==> config.mk <==
export PLATFORM = sky130hd
export DESIGN_NAME = irq_level_gate
export DESIGN_NICKNAME = d
export VERILOG_FILES = /design/src/rtl/irq_gate_pkg.sv /design/src/rtl/irq_accept_unit.sv /design/src/rtl/irq_status_reg.sv /design/src/rtl/irq_level_gate.sv
export SDC_FILE = /design/constraint.sdc
export NUM_CORES = 1
export LEC_CHECK = 0
export ABC_AREA = 1
export BUFFER_PORTS_ARGS = -buffer_cell sky130_fd_sc_hd__buf_2
export CAP_MARGIN = 20
export CORE_MARGIN = 2
export CORE_UTILIZATION = 24
export DETAILED_ROUTE_END_ITERATION = 12
export REMOVE_ABC_BUFFERS = 1
export SYNTH_ARGS = -nofsm -noshare
export SYNTH_HDL_FRONTEND = slang
export SYNTH_SLANG_ARGS = --single-unit
==> constraint.sdc <==
create_clock -name clk -period 2.4 [get_ports clk]
set_input_delay 0.12 -clock clk [delete_from_list [all_inputs] [get_ports clk]]
set_output_delay 0.12 -clock clk [all_outputs]
set_load 0.02 [all_outputs]
==> src/rtl/irq_gate_pkg.sv <==
package irq_gate_pkg;

  localparam int unsigned IRQ_LVL_W = 3;

  typedef logic [IRQ_LVL_W-1:0] irq_lvl_t;

  // Admission rule: non-maskable always passes; otherwise strictly above mask,
  // and level zero never passes.
  function automatic logic lvl_admits(input irq_lvl_t lvl, input logic nmi,
                                      input irq_lvl_t mask);
    logic above;
    above = (lvl != '0) && (lvl > mask);
    return nmi | above;
  endfunction

  // Mask value loaded when entering the service context.
  function automatic irq_lvl_t entry_mask(input irq_lvl_t lvl, input logic nmi);
    return nmi ? {IRQ_LVL_W{1'b1}} : lvl;
  endfunction

endpackage

==> src/rtl/irq_accept_unit.sv <==
module irq_accept_unit
  import irq_gate_pkg::*;
(
  input  logic     req_valid,
  input  irq_lvl_t req_level,
  input  logic     req_nmi,
  input  irq_lvl_t cur_mask,
  output logic     grant,
  output irq_lvl_t svc_mask
);

  always_comb begin
    grant    = req_valid & lvl_admits(req_level, req_nmi, cur_mask);
    svc_mask = entry_mask(req_level, req_nmi);
  end

endmodule

==> src/rtl/irq_status_reg.sv <==
module irq_status_reg #(
  parameter int unsigned WORD_W   = 32,
  parameter int unsigned LVL_W    = 3,
  parameter int unsigned MASK_LSB = 21,
  parameter int unsigned LOOP_LSB = 27,
  parameter int unsigned LOOP_N   = 3,
  parameter int unsigned RSV_LSB  = 24,
  parameter int unsigned RSV_W    = 3
) (
  input  logic              clk,
  input  logic              rst_n,
  input  logic              wr_en,
  input  logic [WORD_W-1:0] wr_data,
  input  logic              grant,
  input  logic [LVL_W-1:0]  svc_mask,
  output logic [WORD_W-1:0] status_q,
  output logic [WORD_W-1:0] status_nxt
);

  localparam logic [WORD_W-1:0] RSV_BITS =
    {{(WORD_W-RSV_W){1'b0}}, {RSV_W{1'b1}}} << RSV_LSB;
  localparam logic [WORD_W-1:0] RST_WORD =
    {{(WORD_W-LVL_W){1'b0}}, {LVL_W{1'b1}}} << MASK_LSB;

  // Next-state selection: the service-entry update has priority over writes.
  always_comb begin
    status_nxt = status_q;
    if (grant) begin
      status_nxt[LOOP_LSB +: LOOP_N] = '0;
      status_nxt[MASK_LSB +: LVL_W]  = svc_mask;
    end else if (wr_en) begin
      status_nxt = wr_data;
    end
    status_nxt = status_nxt & ~RSV_BITS;
  end

  // Per-bit storage; reserved positions hold no flop.
  for (genvar b = 0; b < WORD_W; b++) begin : g_bit
    if (RSV_BITS[b]) begin : g_rsv
      assign status_q[b] = 1'b0;
    end else begin : g_flop
      always_ff @(posedge clk or negedge rst_n) begin
        if (!rst_n) status_q[b] <= RST_WORD[b];
        else        status_q[b] <= status_nxt[b];
      end
    end
  end

endmodule

==> src/rtl/irq_level_gate.sv <==
module irq_level_gate
  import irq_gate_pkg::*;
#(
  parameter int unsigned WORD_W   = 32,
  parameter int unsigned MASK_LSB = 21,
  parameter int unsigned LOOP_LSB = 27,
  parameter int unsigned LOOP_N   = 3,
  parameter int unsigned RSV_LSB  = 24,
  parameter int unsigned RSV_W    = 3
) (
  input  logic                 clk,
  input  logic                 rst_n,
  input  logic                 req_valid,
  input  logic [IRQ_LVL_W-1:0] req_level,
  input  logic                 req_nmi,
  input  logic                 wr_en,
  input  logic [WORD_W-1:0]    wr_data,
  output logic                 accept_o,
  output logic [WORD_W-1:0]    save_word_o,
  output logic [WORD_W-1:0]    status_o,
  output logic [IRQ_LVL_W-1:0] mask_o,
  output logic [LOOP_N-1:0]    loop_en_o
);

  // Named internal events, visible to the bound checker.
  logic              grant;
  irq_lvl_t          svc_mask;
  irq_lvl_t          cur_mask;
  logic [WORD_W-1:0] status_q;
  logic [WORD_W-1:0] status_nxt;

  assign cur_mask = status_q[MASK_LSB +: IRQ_LVL_W];

  irq_accept_unit u_accept (
    .req_valid (req_valid),
    .req_level (req_level),
    .req_nmi   (req_nmi),
    .cur_mask  (cur_mask),
    .grant     (grant),
    .svc_mask  (svc_mask)
  );

  irq_status_reg #(
    .WORD_W   (WORD_W),
    .LVL_W    (IRQ_LVL_W),
    .MASK_LSB (MASK_LSB),
    .LOOP_LSB (LOOP_LSB),
    .LOOP_N   (LOOP_N),
    .RSV_LSB  (RSV_LSB),
    .RSV_W    (RSV_W)
  ) u_status (
    .clk        (clk),
    .rst_n      (rst_n),
    .wr_en      (wr_en),
    .wr_data    (wr_data),
    .grant      (grant),
    .svc_mask   (svc_mask),
    .status_q   (status_q),
    .status_nxt (status_nxt)
  );

  assign accept_o    = grant;
  assign save_word_o = grant ? status_q : '0;
  assign status_o    = status_q;
  assign mask_o      = cur_mask;
  assign loop_en_o   = status_q[LOOP_LSB +: LOOP_N];

endmodule

==> results of run 1 <==
==> synth_stat cells (all sizes together) <==
master and instances:
a21oi 1, buf 23, clkbuf 1, conb 1, dfrtp 26, dfstp 3
ha 3, inv 38, nand2 64, nand3 39, nand3b 1, nor2 30
or2 1
==> final timing paths <==
| kind | start | to | slack [ns] | cells past startpoint |
|---|---|---|---|---|
| max | u_status.status_q[23] | save_word_o[20] | 0.18 | 10 |
| min | wr_data[17] | u_status.status_q[17] | 0.07 | 3 |
| max reg2reg | u_status.status_q[23] | u_status.status_q[1] | 0.36 | 10 |
| min reg2reg | u_status.status_q[2] | u_status.status_q[2] | 0.49 | 2 |
| max in group asynchronous | rst_n | u_status.status_q[27] | 1.55 | 2 |
| min in group asynchronous | rst_n | u_status.status_q[20] | 0.42 | 2 |
==> power by group through the flow <==
stage / logic (µW) / clock network, µW / registers (µW)
CTS: 699 / 553 / 650
finish: 689 / 535 / 649
global route: 772 / 577 / 662
global placement: 687 / 0 / 655
detailed placement: 697 / 0 / 657
floorplan: 296 / 0 / 780
==> stage by stage <==
stage	instance area, µm²	power, µW	utilization (%)
3_5_place_dp	2240	1350	32.5
4_1_cts	2370	1900	34.3
5_1_grt	2380	2010	34.4
3_3_place_gp	2240	1340	32.5
6_report	2380	1870	34.4
2_1_floorplan	1570	1080	-
==> metal layers <==
layer	global-route usage [%]	routed length [µm]	vias to the layer above
met5	0	0	-
met4	2.85	42	0
met3	3.05	337	6
met2	17.8	1960	67
met1	14.5	1960	728
li1	-	-	858
==> repair_timing <==
| action | CTS | global route |
|---|---|---|
| resized for setup | 0 | 1 |
| endpoints found under the hold margin | 26 | 0 |
| hold buffers | 1 | 0 |
| endpoints found under the setup margin | 0 | 24 |
==> layout make-up <==
cell class | count | area, µm²
Clock buffer | 7 | 86.3
Sequential cell | 29 | 729
Fill cell | 774 | 4530
Tap cell | 96 | 120
Clock inverter | 1 | 30.0
Inverter | 38 | 143
Multi-Input combinational cell | 145 | 706
Timing Repair Buffer | 105 | 563
==> worst register-to-register path, stage by stage, from the launching register on <==
cell	delay (ns)
dfstp_2	0.56
inv_1	0.06
ha_1	0.31
a21oi_1	0.14
nand2_1	0.07
nand2_2	0.08
nand2_4	0.08
nand2_8	0.14
nand2_2	0.30
nand2_1	0.16
nand2_1	0.05
==> cell families (layout without fill, tap and decap cells) <==
logic type / Yosys count / after routing / synth area share, %
AND/OR/NAND/NOR: 135 / 135 / 36.4
buffers and inverters: 62 / 151 / 18.8
flip-flops: 29 / 29 / 42.1
adder cells (fa/ha/maj): 3 / 3 / 2.16
other: 1 / 6 / 0.216
AO/OA/AOI/OAI: 1 / 1 / 0.288
==> flow_metrics.env, run 1 <==
export IMPL_power_switching_uw=719
export IMPL_drc=0
export IMPL_syn_to_final_growth_pct=37.1
export IMPL_largest_registers="u_status.status_q x29"
export IMPL_yosysSeqAreaShare_pct=42.1
export IMPL_start_util_pct=25.1
export IMPL_grt_overflow_total=0
export IMPL_combPwrFrac_pct=36.8
export IMPL_postCtsSetupBuffers=0
export IMPL_slew_violations=0
export IMPL_layout_commonest_cell="buf_2"
export IMPL_whs_ns=0.0701
export IMPL_outcome="finished, final reports clean"
export IMPL_synth_area_per_cell_um2=7.51
export IMPL_insertedDiodeCount=0
export IMPL_clk_latency_ns=0.28
export IMPL_cts_tree="done"
export IMPL_antenna_found_initial=0
export IMPL_die_width_um=89.0
export IMPL_fp_dieH_um=89.0
export IMPL_max_freq_mhz=450
export IMPL_cp_arrival_ns=2.10
export IMPL_critPathTopFamily="flip-flops"
export IMPL_yosysTopAreaCell="dfrtp_1"
export IMPL_grt_max_degree=30
export IMPL_worst_setup_path_type="reg2out"
export IMPL_core_area_um2=6910
export IMPL_switching_share_pct=38.4
export IMPL_post_dp_hpwl_um=3130
export IMPL_yosysWarnings=0
export IMPL_die_area_um2=7920
export IMPL_io_pins=111
export IMPL_layout_setup_ws_ns=0.177
export IMPL_ys_types=19
export IMPL_rsz0062_at_grt="false"
export IMPL_maxCapViolCount=0
export IMPL_track_usage_pct=11.0
export IMPL_cts_htree_levels=2
export IMPL_wl_per_cell_um=10.2
export IMPL_cts_sinks=29
export IMPL_cp_required_ns=2.28
export IMPL_setup_viol=0
export IMPL_netlist_top_cells_area="dfrtp_1 (38%), nand2_1 (13%), nand3_1 (8.4%)"
export IMPL_finalSetupTns_ns=0
export IMPL_synth_top_area_share_pct=37.5
export IMPL_crit_path_max_incr_delay_ns=0.56
export IMPL_first_pass_iters=4
export IMPL_regMostFlops="u_status.status_q"
export IMPL_hold_class="in2reg"
export IMPL_root_buffer="clkbuf_8"
export IMPL_rows=30
export IMPL_cp_slowest_cell="dfstp_2"
export IMPL_fin_skew_ns=0.00301
export IMPL_pre_cts_ws_ns=0.231
export IMPL_power_density_nw_per_um2=788
export IMPL_slew_headroom_pct=54.8
export IMPL_netlist_area_um2=1730
export IMPL_worst_slew_pin_slew_ns=0.678
export IMPL_grt_pass1_vias=1439
export IMPL_p_int_uw=1150
export IMPL_startpoint_type="flip-flop"
export IMPL_cts_buffers_inserted=5
export IMPL_cp_end_kind="output port"
export IMPL_peakVddDrop_v=0.000235
export IMPL_postRouteAntennaNets=0
export IMPL_num_vias=1659
export IMPL_period_needed_ns=2.22
export IMPL_nNetsFinal=367
export IMPL_worst_path_buf_inv=3
export IMPL_via_per_inst=3.94
export IMPL_drtIter0Drc=32
export IMPL_final_cells=421
export IMPL_grt_pass1_wl_um=6830
export IMPL_synthCells=231
export IMPL_path_clk_slew_ns=0.07
export IMPL_crit_chain="inv_1, ha_1, a21oi_1, nand2_1, nand2_2, nand2_4, nand2_8, buf_12, nor2_1, buf_2"
export IMPL_final_cell_mix="buf_2 (101), nand2_1 (60), inv_1 (38)"
export IMPL_synth_seq_cells=29
export IMPL_gp_congestion=0.804
export IMPL_fin_crit_sh_pct=92.6
export IMPL_port_buffers=101
export IMPL_clock_power_share_pct=28.6
export IMPL_path_max_fanout=25
export IMPL_largest_register_ffs=29
export IMPL_seq_power_share_pct=34.6
export IMPL_drive_gt1_share_pct=39.7
export IMPL_dp_cells=412
export IMPL_clock_path_buffers=2
export IMPL_p_leak_uw=0.00146
export IMPL_hold_viol=0
export IMPL_wl_um=4300
Note: power is estimated with default switching activity, not from simulation.
==> inputs of run 2 (changes only) <==
Settings changed: CORE_UTILIZATION 24 to 42, PLACE_DENSITY set to 0.79.
==> flow_metrics.env, run 2 (synthesis results as in run 1) <==
export IMPL_clock_path_buffers=2
export IMPL_cts_tree="done"
export IMPL_holdPathStages=3
export IMPL_postRouteAntennaNets=0
export IMPL_r2r_end="u_status.status_q[20]"
export IMPL_nNetsFinal=369
export IMPL_post_dp_hpwl_um=2930
export IMPL_gp_congestion=0.798
export IMPL_worst_setup_path_type="reg2out"
export IMPL_whs_ns=0.0700
export IMPL_first_pass_iters=4
export IMPL_period_needed_ns=2.22
export IMPL_grt_pass1_vias=1420
export IMPL_largest_registers="u_status.status_q x29"
export IMPL_hold_class="in2reg"
export IMPL_layout_commonest_cell="buf_2"
export IMPL_finalSetupTns_ns=0
export IMPL_outcome="finished, final reports clean"
export IMPL_drc=0
export IMPL_clk_latency_ns=0.27
export IMPL_wl_per_cell_um=11.0
export IMPL_insertedDiodeCount=0
export IMPL_timing_rr_start="u_status.status_q[22]"
export IMPL_port_buffers=101
export IMPL_rsz0062_at_grt="false"
export IMPL_path_max_fanout=16
export IMPL_cp_slowest_cell="dfstp_2"
export IMPL_grt_overflow_total=0
export IMPL_io_pins=111
export IMPL_hold_viol=0
export IMPL_fin_crit_sh_pct=92.4
export IMPL_slew_headroom_pct=56.9
export IMPL_dp_cells=366
export IMPL_drtIter0Drc=80
export IMPL_fin_skew_ns=0.00478
export IMPL_rows=23
export IMPL_regMostFlops="u_status.status_q"
export IMPL_grt_pass1_wl_um=6130
export IMPL_root_buffer="clkbuf_8"
export IMPL_final_area_um2=2340
export IMPL_via_per_inst=4.46
export IMPL_max_freq_mhz=451
export IMPL_largest_register_ffs=29
export IMPL_track_usage_pct=17.4
export IMPL_postCtsSetupBuffers=0
export IMPL_p_leak_uw=0.00147
export IMPL_placed_cell_area_um2=2170
export IMPL_cp_required_ns=2.28
export IMPL_cts_buffers_inserted=5
export IMPL_fin_util_pct=58.6
export IMPL_antenna_found_initial=0
export IMPL_wl_um=4160
export IMPL_start_util_pct=43.4
export IMPL_peakVddDrop_v=0.000367
export IMPL_grt_max_degree=33
export IMPL_startpoint_type="flip-flop"
export IMPL_cp_arrival_ns=2.10
export IMPL_cts_htree_levels=2
export IMPL_cp_end_kind="output port"
export IMPL_core_area_um2=4000
export IMPL_min_delay_start="wr_data[30]"
export IMPL_final_cell_mix="buf_2 (100), nand2_1 (60), inv_1 (38)"
export IMPL_num_fill_cells=379
export IMPL_power_density_nw_per_um2=755
export IMPL_final_cells=377
export IMPL_whs_endpoint="u_status.status_q[30]"
export IMPL_fp_dieH_um=68.3
export IMPL_num_vias=1683
export IMPL_syn_to_final_growth_pct=35.1
export IMPL_crit_path_max_incr_delay_ns=0.55
export IMPL_drive_gt1_share_pct=40.1
export IMPL_path_clk_slew_ns=0.06
export IMPL_r2r_cells=10
export IMPL_reg2reg_slack_ns=0.35
export IMPL_maxCapViolCount=0
export IMPL_slew_violations=0
export IMPL_crit_chain="inv_1, ha_1, nand3b_1, nand2_1, nand2_2, nand2_4, nand2_8, buf_16, nor2_1, buf_2"
export IMPL_worst_slew_pin_slew_ns=0.647
export IMPL_setup_viol=0
export IMPL_die_width_um=68.3
export IMPL_die_area_um2=4660
export IMPL_cts_sinks=29
## run 2: cell count changes in the layout (fill, tap and decap cells not counted)
cell / delta
buf_2: -1
clkbuf_16: +1
buf_6: +1
buf_16: +1
buf_4: +1
nand2_4: +1
ha_1: -1
bufinv_16: -1
buf_12: -2
clkbuf_1: +1
ha_4: +1
## run 2: worst max-delay path, delay by kind of cell, from the launching register on
family	cells	cell delay [ns]
buffers and inverters	3	0.40
flip-flops	1	0.55
adder cells (fa/ha/maj)	1	0.29
AND/OR/NAND/NOR	6	0.58
## run 2: routing by layer
layer / track usage (%) / up-vias / wire (µm)
met4: 5.00 / 0 / 33
met1: 20.8 / 750 / 1790
met2: 30.7 / 64 / 2060
met3: 4.44 / 5 / 275
met5: 0 / - / 0
li1: - / 864 / -
## run 2: worst max path at each step
| stage | cells after the start | slack, ns | endpoint | from |
|---|---|---|---|---|
| after floorplan | 10 | 0.05 | u_status.status_q[0] | u_status.status_q[23] |
| after global placement | 10 | 0.26 | u_status.status_q[6] | u_status.status_q[23] |
| after detailed placement | 10 | 0.17 | u_status.status_q[20] | u_status.status_q[23] |
| after CTS | 10 | 0.01 | save_word_o[30] | u_status.status_q[23] |
| after global routing | 10 | 0.04 | save_word_o[21] | u_status.status_q[23] |
| final | 10 | 0.18 | save_word_o[0] | u_status.status_q[22] |
## run 2: area by class of cell
type	instances	area, µm²	share of cell area [%]
multi-input combinational	146	729	31.1
tap	50	62.6	2.67
inverter	38	143	6.09
clock buffer	8	90.1	3.84
sequential	29	729	31.1
timing repair buffer	106	589	25.1
## run 2: per-stage QoR
stage	worst slack, ns	total power (µW)
detailed placement	0.175	1340
floorplan	0.0465	1080
finish	0.182	1770
global placement	0.256	1320
CTS	0.0131	1760
global route	0.0432	1900
## run 2: where the power goes
part	total, µW	internal, µW	switching [µW]
logic	718	250	468
registers	651	582	69.2
clock network	401	233	168
## run 2: what timing repair did
item,CTS,global route
hold buffers,1,0
resized for setup,0,5
endpoints found under the hold margin,26,0
setup endpoints to repair,0,22
==> inputs of run 3 (changes only) <==
Settings changed: ABC_AREA 1 to not set, CORE_UTILIZATION 42 to 46, CTS_CLUSTER_SIZE set to 16, PLACE_DENSITY 0.79 to 0.81.
==> flow_metrics.env, run 3 <==
export IMPL_outcome="finished, final reports clean"
export IMPL_route_top_layer_used="met4"
export IMPL_max_freq_mhz=435
export IMPL_whs_ns=0.119
export IMPL_largest_registers="u_status.status_q x29"
export IMPL_fin_crit_sh_pct=95.7
export IMPL_setup_viol=0
export IMPL_synth_compound_area_share_pct=26.3
export IMPL_r2r_end="u_status.status_q[11]"
export IMPL_worst_slew_pin_slew_ns=0.819
export IMPL_largest_register_ffs=29
export IMPL_power_density_nw_per_um2=908
export IMPL_pre_cts_ws_ns=0.0930
export IMPL_final_cell_mix="buf_2 (101), nand2_1 (27), and3_1 (27)"
export IMPL_cts_tree="done"
export IMPL_wl_um=5710
export IMPL_fin_util_pct=59.9
export IMPL_core_area_um2=4410
export IMPL_cp_slowest_cell="dfstp_2"
export IMPL_drtIter0Drc=179
export IMPL_ys_types=34
export IMPL_via_per_inst=5.94
export IMPL_antenna_found_initial=0
export IMPL_synth_top_family_by_area="compound AO/OA/AOI/OAI gates"
export IMPL_grt_pass1_wl_um=9260
export IMPL_whs_endpoint="u_status.status_q[15]"
export IMPL_dp_cells=357
export IMPL_clock_path_buffers=2
export IMPL_maxCapViolCount=0
export IMPL_layout_setup_ws_ns=0.104
export IMPL_yosysWarnings=0
export IMPL_root_buffer="clkbuf_8"
export IMPL_crit_chain="inv_1, ha_1, a31oi_2, buf_6, a21oi_1, nor3_1, buf_2"
export IMPL_synthSimpleGateAreaFrac_pct=22.4
export IMPL_synth_top_area_share_pct=30.5
export IMPL_num_vias=2173
export IMPL_nNetsFinal=356
export IMPL_synth_edff_count=0
export IMPL_cp_arrival_ns=2.18
export IMPL_path_clk_slew_ns=0.07
export IMPL_cts_sinks=29
export IMPL_fin_skew_ns=0.00498
export IMPL_synthTopCellsByCount="and3_1 (27), nand2_1 (27), dfrtp_1 (26)"
export IMPL_synthXorXnorAreaFrac_pct=0
export IMPL_postRouteAntennaNets=0
export IMPL_synthMuxAreaShare_pct=2.88
export IMPL_drc=0
export IMPL_worst_setup_path_type="reg2out"
export IMPL_first_pass_iters=4
export IMPL_die_width_um=72.1
export IMPL_path_max_fanout=28
export IMPL_p_total_uw=2400
export IMPL_synthCells=230
export IMPL_p_leak_uw=0.00140
export IMPL_slew_violations=0
export IMPL_crit_path_max_incr_delay_ns=0.55
export IMPL_cts_buffers_inserted=5
export IMPL_r2r_cells=6
export IMPL_yosysSeqAreaShare_pct=34.2
export IMPL_clk_latency_ns=0.27
export IMPL_cp_end_kind="output port"
export IMPL_regMostFlops="u_status.status_q"
export IMPL_dr_wl_met3_um=499
export IMPL_critPathTopFamily="flip-flops"
export IMPL_wl_per_cell_um=15.6
export IMPL_min_delay_start="wr_data[15]"
export IMPL_post_dp_hpwl_um=3780
export IMPL_grt_overflow_total=0
export IMPL_routedLengthMet1_um=2560
export IMPL_die_area_um2=5200
export IMPL_synth_seq_cells=29
export IMPL_io_pins=111
export IMPL_rsz0062_at_grt="true"
export IMPL_layout_commonest_cell="buf_2"
export IMPL_syn_to_final_growth_pct=24.0
export IMPL_final_cells=366
export IMPL_grt_pass1_vias=1877
export IMPL_drive_gt1_share_pct=47.1
export IMPL_cp_required_ns=2.28
export IMPL_timing_rr_start="u_status.status_q[22]"
export IMPL_yosysTopAreaCell="dfrtp_1"
export IMPL_rows=24
export IMPL_slew_headroom_pct=45.4
export IMPL_grt_max_degree=31
export IMPL_insertedDiodeCount=0
export IMPL_hold_class="in2reg"
export IMPL_async_reset_ff_share_pct=100
export IMPL_peakVddDrop_v=0.000457
export IMPL_startpoint_type="flip-flop"
export IMPL_netlist_top_cells_area="dfrtp_1 (31%), o211ai_2 (12%), a22oi_1 (8.1%)"
export IMPL_synthAdderAreaFrac_pct=1.76
export IMPL_hold_viol=0
export IMPL_reg2reg_slack_ns=0.15
export IMPL_period_needed_ns=2.30
export IMPL_synth_ff_type="dfrtp_1"
export IMPL_synth_area_per_cell_um2=9.27
export IMPL_wl_met2_um=2610
export IMPL_netlist_area_um2=2130
export IMPL_port_buffers=101
export IMPL_start_util_pct=48.3
export IMPL_gp_congestion=0.871
export IMPL_track_usage_pct=22.2
export IMPL_holdPathStages=3
export IMPL_fp_dieH_um=72.1
export IMPL_cts_htree_levels=2
export IMPL_worst_path_buf_inv=3
run 3: changes by cell type in the layout (fill, tap and decap cells not counted), moves of 3 or more:
cell / previous run / this run
a21oi_1: 1 / 7
a22oi_1: 0 / 23
and3_1: 0 / 27
inv_1: 38 / 3
mux2i_1: 0 / 5
nand2_1: 60 / 27
nand3_1: 29 / 0
nand3_2: 10 / 0
nand4_1: 0 / 23
nor2_1: 30 / 5
o211ai_1: 0 / 3
o211ai_2: 0 / 20
run 3: power by group:
group,internal (µW),switching [µW],leakage [µW]
clock,201,186,0.0000450
sequential,634,137,0.000341
combinational,443,799,0.00101
total,1280,1120,0.00140
run 3: cell families (layout without fill, tap and decap cells):
group                      after synthesis  after routing
and+or+nand+nor                         88             88
muxes                                    6              6
DFF                                     29             29
buffers and inverters                   42            121
other                                    1              6
AOI/OAI and AO/OA                       61             61
adders and majority gates                3              3
run 3: timing repair:
item | CTS | global route
buffers inserted | 0 | 0
setup endpoints to repair | 27 | 29
gates resized for setup | 1 | 4
hold buffers | 1 | 0
endpoints found under the hold margin | 26 | 0
run 3: worst max-delay path by stage:
stage	startpoint	end	slack, ns	depth (start not counted)
after floorplan	u_status.status_q[22]	save_word_o[0]	-0.79	5
after global placement	u_status.status_q[23]	save_word_o[7]	0.17	7
after detailed placement	u_status.status_q[23]	save_word_o[30]	0.09	7
after CTS	u_status.status_q[23]	save_word_o[30]	0.01	7
after global routing	u_status.status_q[22]	save_word_o[22]	-0.03	7
final	u_status.status_q[22]	save_word_o[22]	0.10	7
run 3: metrics by stage:
stage	instance area, µm²	setup TNS (ns)
after global placement	2530	0
final	2640	0
after CTS	2630	0
after detailed placement	2530	0
after global routing	2640	-0.0373
after floorplan	1910	-42.33
run 3: worst min-delay path, stage by stage:
cell and delay, ns:
buf_2 0.11, nand2_1 0.05, o211ai_1 0.07
run 3: routing by layer:
metal	global-route usage, %	vias to the layer above
li1	-	1013
met1	31.7	1054
met2	33.7	101
met3	6.39	5
met4	4.40	0
met5	0	-
run 3: final cells by class:
type                    count  area, µm²
repair buffers            108        572
clock inverters             2       10.0
inverters                   5       18.8
multi-input cells         164       1180
fillers                   398       1770
well taps                  52       65.1
clock buffers               6       72.6
flip-flops and latches     29        729
